<file path="config.mk">
export PLATFORM = sky130hd
export DESIGN_NAME = loop_port_ctrl
export DESIGN_NICKNAME = d
export VERILOG_FILES = /design/src/rtl/lpc_pkg.sv /design/src/rtl/lpc_cfg_latch.sv /design/src/rtl/lpc_fsm.sv /design/src/rtl/lpc_lip_req.sv /design/src/rtl/loop_port_ctrl.sv
export SDC_FILE = /design/constraint.sdc
export NUM_CORES = 1
export LEC_CHECK = 0
export BUFFER_PORTS_ARGS = -buffer_cell sky130_fd_sc_hd__buf_4
export CORE_MARGIN = 5
export CORE_UTILIZATION = 39
export CTS_BUF_LIST = sky130_fd_sc_hd__clkbuf_2
export DETAILED_ROUTE_END_ITERATION = 12
export PLACE_DENSITY = 0.86
export SETUP_SLACK_MARGIN = 0.02
export SYNTH_ARGS = -nofsm -noshare
export SYNTH_HDL_FRONTEND = slang
export SYNTH_SLANG_ARGS = --single-unit
</file>
<file path="constraint.sdc">
create_clock -name clk -period 1.3 [get_ports clk]
set_clock_uncertainty 0.15 [all_clocks]
set_input_delay 0.065 -clock clk [delete_from_list [all_inputs] [get_ports clk]]
set_output_delay 0.065 -clock clk [all_outputs]
set_load 0.01 [all_outputs]
</file>
<file path="src/rtl/lpc_pkg.sv">
package lpc_pkg;

  typedef enum logic [1:0] {
    LPC_TEST = 2'd0,
    LPC_BYP  = 2'd1,
    LPC_ON   = 2'd2
  } lpc_state_e;

  typedef struct packed {
    logic wait_lpe;
    logic hold_on;
    logic no_orig;
  } lpc_cfg_t;

endpackage

</file>
<file path="src/rtl/lpc_cfg_latch.sv">
module lpc_cfg_latch
  import lpc_pkg::*;
(
  input  logic     clk,
  input  logic     rst,
  input  logic     sample_en,
  input  lpc_cfg_t cfg_in,
  output lpc_cfg_t cfg_q,
  output logic     cfg_err
);

  logic illegal;
  assign illegal = cfg_in.wait_lpe & cfg_in.hold_on;

  always_ff @(posedge clk) begin
    if (rst) begin
      cfg_q   <= '0;
      cfg_err <= 1'b0;
    end else if (sample_en) begin
      if (illegal) begin
        cfg_err <= 1'b1;
      end else begin
        cfg_q   <= cfg_in;
        cfg_err <= 1'b0;
      end
    end
  end

  // illegal pair flags error and keeps the latched mode
  a_r6_illegal_kept: assert property (@(posedge clk) disable iff (rst)
    (sample_en && cfg_in.wait_lpe && cfg_in.hold_on)
      |=> (cfg_err && $stable(cfg_q)));

  // no mode or error change while sampling is closed
  a_r11_frozen: assert property (@(posedge clk) disable iff (rst)
    (!sample_en) |=> ($stable(cfg_q) && $stable(cfg_err)));

  // latched mode never holds the illegal pair
  a_r6_never_both: assert property (@(posedge clk) disable iff (rst)
    !(cfg_q.wait_lpe && cfg_q.hold_on));

endmodule

</file>
<file path="src/rtl/lpc_fsm.sv">
module lpc_fsm
  import lpc_pkg::*;
#(
  parameter int ADDR_W = 7
) (
  input  logic              clk,
  input  logic              rst,
  input  logic              test_done,
  input  logic              lpe_v,
  input  logic [ADDR_W-1:0] lpe_dest,
  input  logic              lpb_v,
  input  logic [ADDR_W-1:0] lpb_dest,
  input  logic [ADDR_W-1:0] my_id,
  input  logic              act_wait,
  input  logic              act_hold,
  output lpc_state_e        state_q,
  output logic              insert_evt
);

  logic       lpe_hit;
  logic       lpb_hit;
  lpc_state_e state_d;

  // primitives count only when addressed here and not locked out
  assign lpe_hit = lpe_v && (lpe_dest == my_id) && !act_hold;
  assign lpb_hit = lpb_v && (lpb_dest == my_id) && !act_hold;

  always_comb begin
    state_d    = state_q;
    insert_evt = 1'b0;
    unique case (state_q)
      LPC_TEST: begin
        if (test_done) begin
          if (act_wait) begin
            state_d = LPC_BYP;
          end else begin
            state_d    = LPC_ON;
            insert_evt = 1'b1;
          end
        end
      end
      LPC_BYP: begin
        if (lpe_hit) begin
          state_d    = LPC_ON;
          insert_evt = 1'b1;
        end
      end
      LPC_ON: begin
        if (lpb_hit) state_d = LPC_BYP;
      end
      default: state_d = LPC_TEST;
    endcase
  end

  always_ff @(posedge clk) begin
    if (rst) state_q <= LPC_TEST;
    else     state_q <= state_d;
  end

  // self insertion when not waiting
  a_r2_self_insert: assert property (@(posedge clk) disable iff (rst)
    (state_q == LPC_TEST && test_done && !act_wait) |=> (state_q == LPC_ON));

  // waiting port stays out after self test
  a_r3_wait_bypass: assert property (@(posedge clk) disable iff (rst)
    (state_q == LPC_TEST && test_done && act_wait) |=> (state_q == LPC_BYP));

  // foreign enable leaves a bypassed port bypassed
  a_r3_foreign_lpe: assert property (@(posedge clk) disable iff (rst)
    (state_q == LPC_BYP && (!lpe_v || lpe_dest != my_id)) |=> (state_q == LPC_BYP));

  // locked port never leaves the loop
  a_r5_hold_on: assert property (@(posedge clk) disable iff (rst)
    (state_q == LPC_ON && act_hold) |=> (state_q == LPC_ON));

endmodule

</file>
<file path="src/rtl/lpc_lip_req.sv">
module lpc_lip_req (
  input  logic clk,
  input  logic rst,
  input  logic on_loop,
  input  logic insert_evt,
  input  logic no_orig,
  input  logic loop_fail,
  input  logic init_rx,
  output logic req_init_q,
  output logic req_fail_q
);

  logic fail_q;
  logic fail_rise;
  logic fail_fall;
  logic want_fail;
  logic want_init;

  assign fail_rise = loop_fail & ~fail_q;
  assign fail_fall = ~loop_fail & fail_q;
  assign want_fail = on_loop & fail_rise;
  assign want_init = ~loop_fail &
                     ((insert_evt & ~no_orig) | (on_loop & (fail_fall | init_rx)));

  always_ff @(posedge clk) begin
    if (rst) begin
      fail_q     <= 1'b0;
      req_init_q <= 1'b0;
      req_fail_q <= 1'b0;
    end else begin
      fail_q     <= loop_fail;
      req_fail_q <= want_fail;
      req_init_q <= want_init & ~want_fail;
    end
  end

  // the two requests never coincide
  a_r10_exclusive: assert property (@(posedge clk) disable iff (rst)
    !(req_init_q && req_fail_q));

  // no initializing request into a failed input
  a_r10_quiet_fail: assert property (@(posedge clk) disable iff (rst)
    loop_fail |=> !req_init_q);

  // failure request is a single pulse
  a_r9_fail_pulse: assert property (@(posedge clk) disable iff (rst)
    req_fail_q |=> !req_fail_q);

  // silent insertion when origination is disabled
  a_r7_no_orig: assert property (@(posedge clk) disable iff (rst)
    (insert_evt && no_orig) |=> !req_init_q);

endmodule

</file>
<file path="src/rtl/loop_port_ctrl.sv">
module loop_port_ctrl
  import lpc_pkg::*;
#(
  parameter int ADDR_W = 7
) (
  input  logic              clk,
  input  logic              rst,
  input  logic              selftest_done,
  input  logic              lpe_valid,
  input  logic [ADDR_W-1:0] lpe_dest,
  input  logic              lpb_valid,
  input  logic [ADDR_W-1:0] lpb_dest,
  input  logic [ADDR_W-1:0] select_id,
  input  logic              loop_fail,
  input  logic              init_lip_rx,
  input  logic              mode_wait_lpe,
  input  logic              mode_hold_on,
  input  logic              mode_no_orig,
  output logic              port_on,
  output logic              req_init_lip,
  output logic              req_fail_lip,
  output logic              cfg_error
);

  lpc_cfg_t   cfg_in;
  lpc_cfg_t   cfg_act;
  lpc_state_e state;
  logic       sample_en;
  logic       insert_evt;
  logic       on_loop;

  assign cfg_in    = '{wait_lpe: mode_wait_lpe, hold_on: mode_hold_on, no_orig: mode_no_orig};
  assign on_loop   = (state == LPC_ON);
  assign sample_en = !on_loop;
  assign port_on   = on_loop;

  lpc_cfg_latch u_cfg (
    .clk       (clk),
    .rst       (rst),
    .sample_en (sample_en),
    .cfg_in    (cfg_in),
    .cfg_q     (cfg_act),
    .cfg_err   (cfg_error)
  );

  lpc_fsm #(.ADDR_W(ADDR_W)) u_fsm (
    .clk        (clk),
    .rst        (rst),
    .test_done  (selftest_done),
    .lpe_v      (lpe_valid),
    .lpe_dest   (lpe_dest),
    .lpb_v      (lpb_valid),
    .lpb_dest   (lpb_dest),
    .my_id      (select_id),
    .act_wait   (cfg_act.wait_lpe),
    .act_hold   (cfg_act.hold_on),
    .state_q    (state),
    .insert_evt (insert_evt)
  );

  lpc_lip_req u_req (
    .clk        (clk),
    .rst        (rst),
    .on_loop    (on_loop),
    .insert_evt (insert_evt),
    .no_orig    (cfg_act.no_orig),
    .loop_fail  (loop_fail),
    .init_rx    (init_lip_rx),
    .req_init_q (req_init_lip),
    .req_fail_q (req_fail_lip)
  );

endmodule

</file>
After elaboration in Yosys (flattened, before gate mapping)
Index checks and enable logic that the tools add are counted.
{"block": "word_totals", "ff_bits": 9, "input_bits": 31, "output_inout_bits": 4}
{"block": "op_classes", "n_eq_ne": 7, "reduce_logical": 8, "n_bitwise": 16, "n_mux": 10}
{"cell": "== test 7 bit", "n": 2}
{"cell": "bitwise AND 1 bit", "n": 8}
{"cell": "two-way mux 2 bit", "n": 4}
{"cell": "inverter 1 bit", "n": 6}
{"cell": "case mux 2 bit (3 select lines)", "n": 1}
{"cell": "logical AND 1 bit", "n": 4}
{"cell": "two-way mux 1 bit", "n": 4}
{"cell": "inequality test 2 bit, second input constant", "n": 2}
{"cell": "AND reduction 3 bit", "n": 1}
{"cell": "== test 2 x 1 -> 1 bit, second input constant", "n": 1}
{"cell": "== test 2 bit, second input constant", "n": 1}
{"cell": "zero test 2 bit", "n": 1}
{"cell": "inequality test 2 x 1 -> 1 bit, second input constant", "n": 1}
{"cell": "bitwise OR 1 bit", "n": 2}
{"cell": "case mux 1 bit (2 select lines)", "n": 1}
{"cell": "AND reduction 2 bit", "n": 1}
{"cell": "zero test 1 bit", "n": 1}

Logic depth before layout (Yosys ltp)
{"block": "depth", "word_depth": 9, "ltp_mapped": 5, "mapped_depth_nobuf": 5}

Modules after synthesis
A second synthesis with hierarchy kept.
{"block": "hier_totals", "hier_cells": 65, "hier_area_um2": 623.1}
{"module": "lpc_fsm", "instances": 1, "cells_per_inst": 38, "area_per_inst_um2": 334.1}
{"module": "lpc_cfg_latch", "instances": 1, "cells_per_inst": 17, "area_per_inst_um2": 175.2}
{"module": "lpc_lip_req", "instances": 1, "cells_per_inst": 8, "area_per_inst_um2": 101.3}
{"module": "loop_port_ctrl", "instances": 1, "cells_per_inst": 2, "area_per_inst_um2": 12.5}

Worst setup path before layout
Ideal clock, no wire load.
{"block": "synth_path", "kind": "flip-flop to flip-flop", "from": "register u_cfg.cfg_q[1] (netlist bit)", "to": "register u_fsm.state_q[0]", "t_required_ns": 1.028, "path_slack_ns": -0.063, "arrival_time_ns": 1.091, "path_buffers": 0, "setup_ns": 0.122, "path_stages_with_launch": 5, "path_cell_list": "dfxtp_1 > nand2b_1 > nor4_4 > nand2_1 > a311o_1"}
{"block": "synth_between", "elab_chain_cells": 4}
{"item": "start, declared", "line": "lpc_cfg_latch.sv:8", "rtl": "output lpc_cfg_t cfg_q,"}
{"item": "start signal, assigned", "line": "lpc_cfg_latch.sv:23", "rtl": "cfg_q <= cfg_in;"}
{"item": "zero test 1 bit *", "line": "lpc_fsm.sv:25, lpc_fsm.sv:26"}
{"item": "logical AND 1 bit (on tied branches)", "line": "lpc_fsm.sv:26, lpc_fsm.sv:25"}
{"item": "inequality test 2 bit (no line) / inequality test 2 x 1 -> 1 bit (equally long branches)"}
{"item": "AND reduction 3 bit (no line) *"}
{"item": "end signal, assigned", "line": "lpc_fsm.sv:57", "rtl": "else state_q <= state_d;"}
{"item": "end, declared", "line": "lpc_fsm.sv:16", "rtl": "output lpc_state_e state_q,"}
Every way passes the cells marked *; elsewhere a longest branch is shown, timed or not.
A chain may end at the register's enable or synchronous reset.

Worst setup path in the final report
Same ends and word-level chain as after synthesis.

==> metrics.md <==
| Metric | Value |
|---|---|
| Tot GR Track Use | `0.188` |
| Worst-path fanout max | `2` |
| Post-synthesis sequential area ratio | `0.321` |
| Number of synthesis warnings | `0` |
| Critical path data required time | `1.35 ns` |
| Dpl cell area | `892 um^2` |
| Area contributors post-synth | `dfxtp_1, xnor2_1, xor2_1` |
| Launch point of the worst hold path | `selftest_done` |
| Routed vias/inst | `5.16` |
| Final worst slack | `-0.0204 ns` |
| Leak | `0.469 nW` |
| Adder-Cell Fraction of Synth Area | `0` |
| Final setup vio count | `2` |
| Clock Power Share | `0.229` |
| FFs w/ async S/R, synth | `0` |
| Skew-Pair Late Insertion Delay | `0.26 ns` |
| CTS Sinks | `9` |
| Worst setup path class | `register to register` |
| Yosys top cell area share | `0.321` |
| Crit path launch | `u_cfg.cfg_q[1]` |
| Critical path's top delay family | `simple AND/OR/NAND/NOR gates` |
| Sum of buffers and inverters on the critical path | `1` |
| Synth Flop Type | `dfxtp_1` |
| Share of post-route cells with drive strength above 1 | `0.487` |
| Max Fclk | `757 MHz` |
| Unrepaired setup endpoints after global routing | `true` |
| Post-synth EDFFs | `0` |
| Post-Layout Cell Count | `134` |
| Final Wtd Congestion | `0.736` |
| Switching Share | `0.306` |
| Avg Inst Size Synth | `8.64 um^2` |
| Comb pwr share | `0.382` |
| Vias | `692` |
| Initial antenna violation count | `0` |
| Pre-CTS WS | `-0.0782 ns` |
| FF+latch count, synth | `9` |
| Inserted Diodes | `0` |
| Clk root buf | `clkbuf_2` |
| Largest net degree at the start of global routing | `8` |
| DP Cell Count | `120` |
| Max incr delay on CP | `0.33 ns` |
| Die area | `2300 um^2` |
| Worst r2r src | `u_cfg.cfg_q[1]` |
| First-pass GRT wire length | `2960 um` |
| Post-synthesis xor/xnor area fraction | `0.218` |
| Worst slew pin tran | `0.285 ns` |
| Worst path slowest cell | `dfxtp_2` |
| Pwr dens | `763 nW/um^2` |
| Avg WL per Cell | `14.3 um` |
| H-tree depth | `1` |
| Net Switching | `245 uW` |
| Compound-Gate Fraction of Synth Area | `0.0891` |
| Int Power | `553 uW` |
| Final min period | `1.32 ns` |
| Finished layout cell area | `1050 um^2` |
| Crit start category | `register` |
| Rel. slew slack | `0.809` |
| Mux cell area share after synthesis | `0.0178` |
| Status | `finished with violations` |
| DRT Pass-1 Iters | `4` |
| Simple-gate portion of the synthesized area | `0.341` |
| CTS Buf Count | `3` |
| Violated checks | `setup timing` |
| R2r setup slk | `-0.02 ns` |
| Port bufs | `34` |
| Largest family of logic cells by synthesized area | `simple AND/OR/NAND/NOR gates` |
| CTS tree | `built` |
| Initial Util | `0.421` |
| Synthesis-to-layout area growth | `86.2%` |
| CTS Buffer Depth | `2` |
| Max VDD drop | `0.544 mV` |
| Routed WL | `1920 um` |
| CP cell instances | `buf_4 > and3b_1 > nand4_1 > nor3_2 > a311o_1` |
| Yosys top cell by area | `dfxtp_1` |
| HPWL Detailed | `1360 um` |
| Arrival @ worst endpoint | `1.37 ns` |
| Crit end category | `register` |
| Nets | `151` |
| Grt ovf | `0` |
| Routed Antenna Nets | `0` |
| Worst-path clk slew | `0.09 ns` |
| Rows | `13` |
| Number of remaining DRC errors | `0` |
| Cell Area, Synth | `562 um^2` |
| DRT iter0 DRCs | `8` |
| Max Cap Viol | `0` |
| Final-report hold violation count | `0` |
| Post-synthesis cell count | `65` |
| Hold crit path type | `primary input to register` |
| Mapped Nets | `96` |
| Die Wd | `48.0 um` |
| Synth unique cells | `25` |
| Die Y | `48.0 um` |
| Vias in the first global route | `693` |
| Final Max Tran Viols | `0` |
| Final period util | `1.02` |
| I/O pin count | `35` |
| Sequential share of power | `0.389` |
| Core ar. | `1330 um^2` |
| Top cells by count, synth | `dfxtp_1, nor2_1, xnor2_1, xor2_1` |
==> layout by cell type (no fill, tap or decap), types with 2 or more instances in the layout <==
| master | count |
|---|---|
| buf_4 | 42 |
| nor2_1 | 9 |
| dlygate4sd3_1 | 8 |
| xor2_1 | 7 |
| xnor2_1 | 7 |
| dfxtp_1 | 6 |
| nand2_1 | 4 |
| clkbuf_2 | 4 |
| nor3_1 | 3 |
| nand2b_4 | 2 |
| nor2b_1 | 2 |
| nor4_4 | 2 |
| o21ai_1 | 2 |
| nand4_1 | 2 |
| dfxtp_4 | 2 |
==> path summary, 6_finish.rpt <==
check                                         to  depth (start not counted)
worst max-delay path            u_fsm.state_q[0]                          5
worst min-delay path            u_fsm.state_q[1]                          4
worst max register to register  u_fsm.state_q[0]                          5
worst min register to register  u_req.req_fail_q                          1
==> timing repair <==
action                                  CTS  global route
resized for setup                         4             8
endpoints found under the hold margin     7             0
buffers inserted                          1             1
endpoints found under the setup margin    5             7
hold buffers                              8             0
gates cloned                              0             0
pin swaps                                 2             5
==> state kept, by name, summed over array words and instances (netlist names) <==
register / flops
u_cfg.cfg_q: 3
u_fsm.state_q: 2
u_cfg.cfg_err: 1
u_req.fail_q: 1
u_req.req_fail_q: 1
u_req.req_init_q: 1
==> kinds of logic after synthesis <==
kind of cell           Yosys count
multiplexers                     1
buffers and inverters            2
AO/OA/AOI/OAI                    8
flip-flops                       9
AND/OR/NAND/NOR                 31
XOR/XNOR                        14
==> worst reg2reg max path: stages (launching register included) <==
cell,delay [ns]
dfxtp_2,0.33
buf_4,0.13
and3b_1,0.20
nand4_1,0.13
nor3_2,0.20
a311o_1,0.12
==> through the flow <==
step / hold WS (ns) / utilization / TNS [ns] / total power, mW
global placement: 0.151 / 0.669 / -0.0317 / 0.561
global route: 0.0806 / 0.784 / -0.253 / 0.847
detailed placement: 0.154 / 0.669 / -0.128 / 0.571
CTS: 0.0741 / 0.760 / -0.142 / 0.776
floorplan: 0.0536 / - / 0 / 0.434
finish: 0.0649 / 0.784 / -0.0395 / 0.798
==> cell type report <==
type / count / area [um^2]
Multi-Input combinational cell: 54 / 405
Timing Repair Buffer: 51 / 407
Fill cell: 97 / 288
Clock buffer: 4 / 20.0
Inverter: 1 / 6.26
Sequential cell: 9 / 189
Tap cell: 15 / 18.8
==> metal layers <==
metal	GRT usage	share of wire
met5	0	0
met4	0.0215	0.012
met3	0.0677	0.072
met2	0.375	0.58
met1	0.188	0.34
==> power groups by stage <==
| stage | Combinational [mW] | Clock [mW] | Sequential (mW) |
|---|---|---|---|
| 3_3_place_gp | 0.246 | 0 | 0.315 |
| 2_1_floorplan | 0.118 | 0 | 0.316 |
| 6_report | 0.305 | 0.183 | 0.310 |
| 3_5_place_dp | 0.255 | 0 | 0.316 |
| 5_1_grt | 0.329 | 0.205 | 0.313 |
| 4_1_cts | 0.286 | 0.181 | 0.310 |
Power figures use the tool's default switching activity.
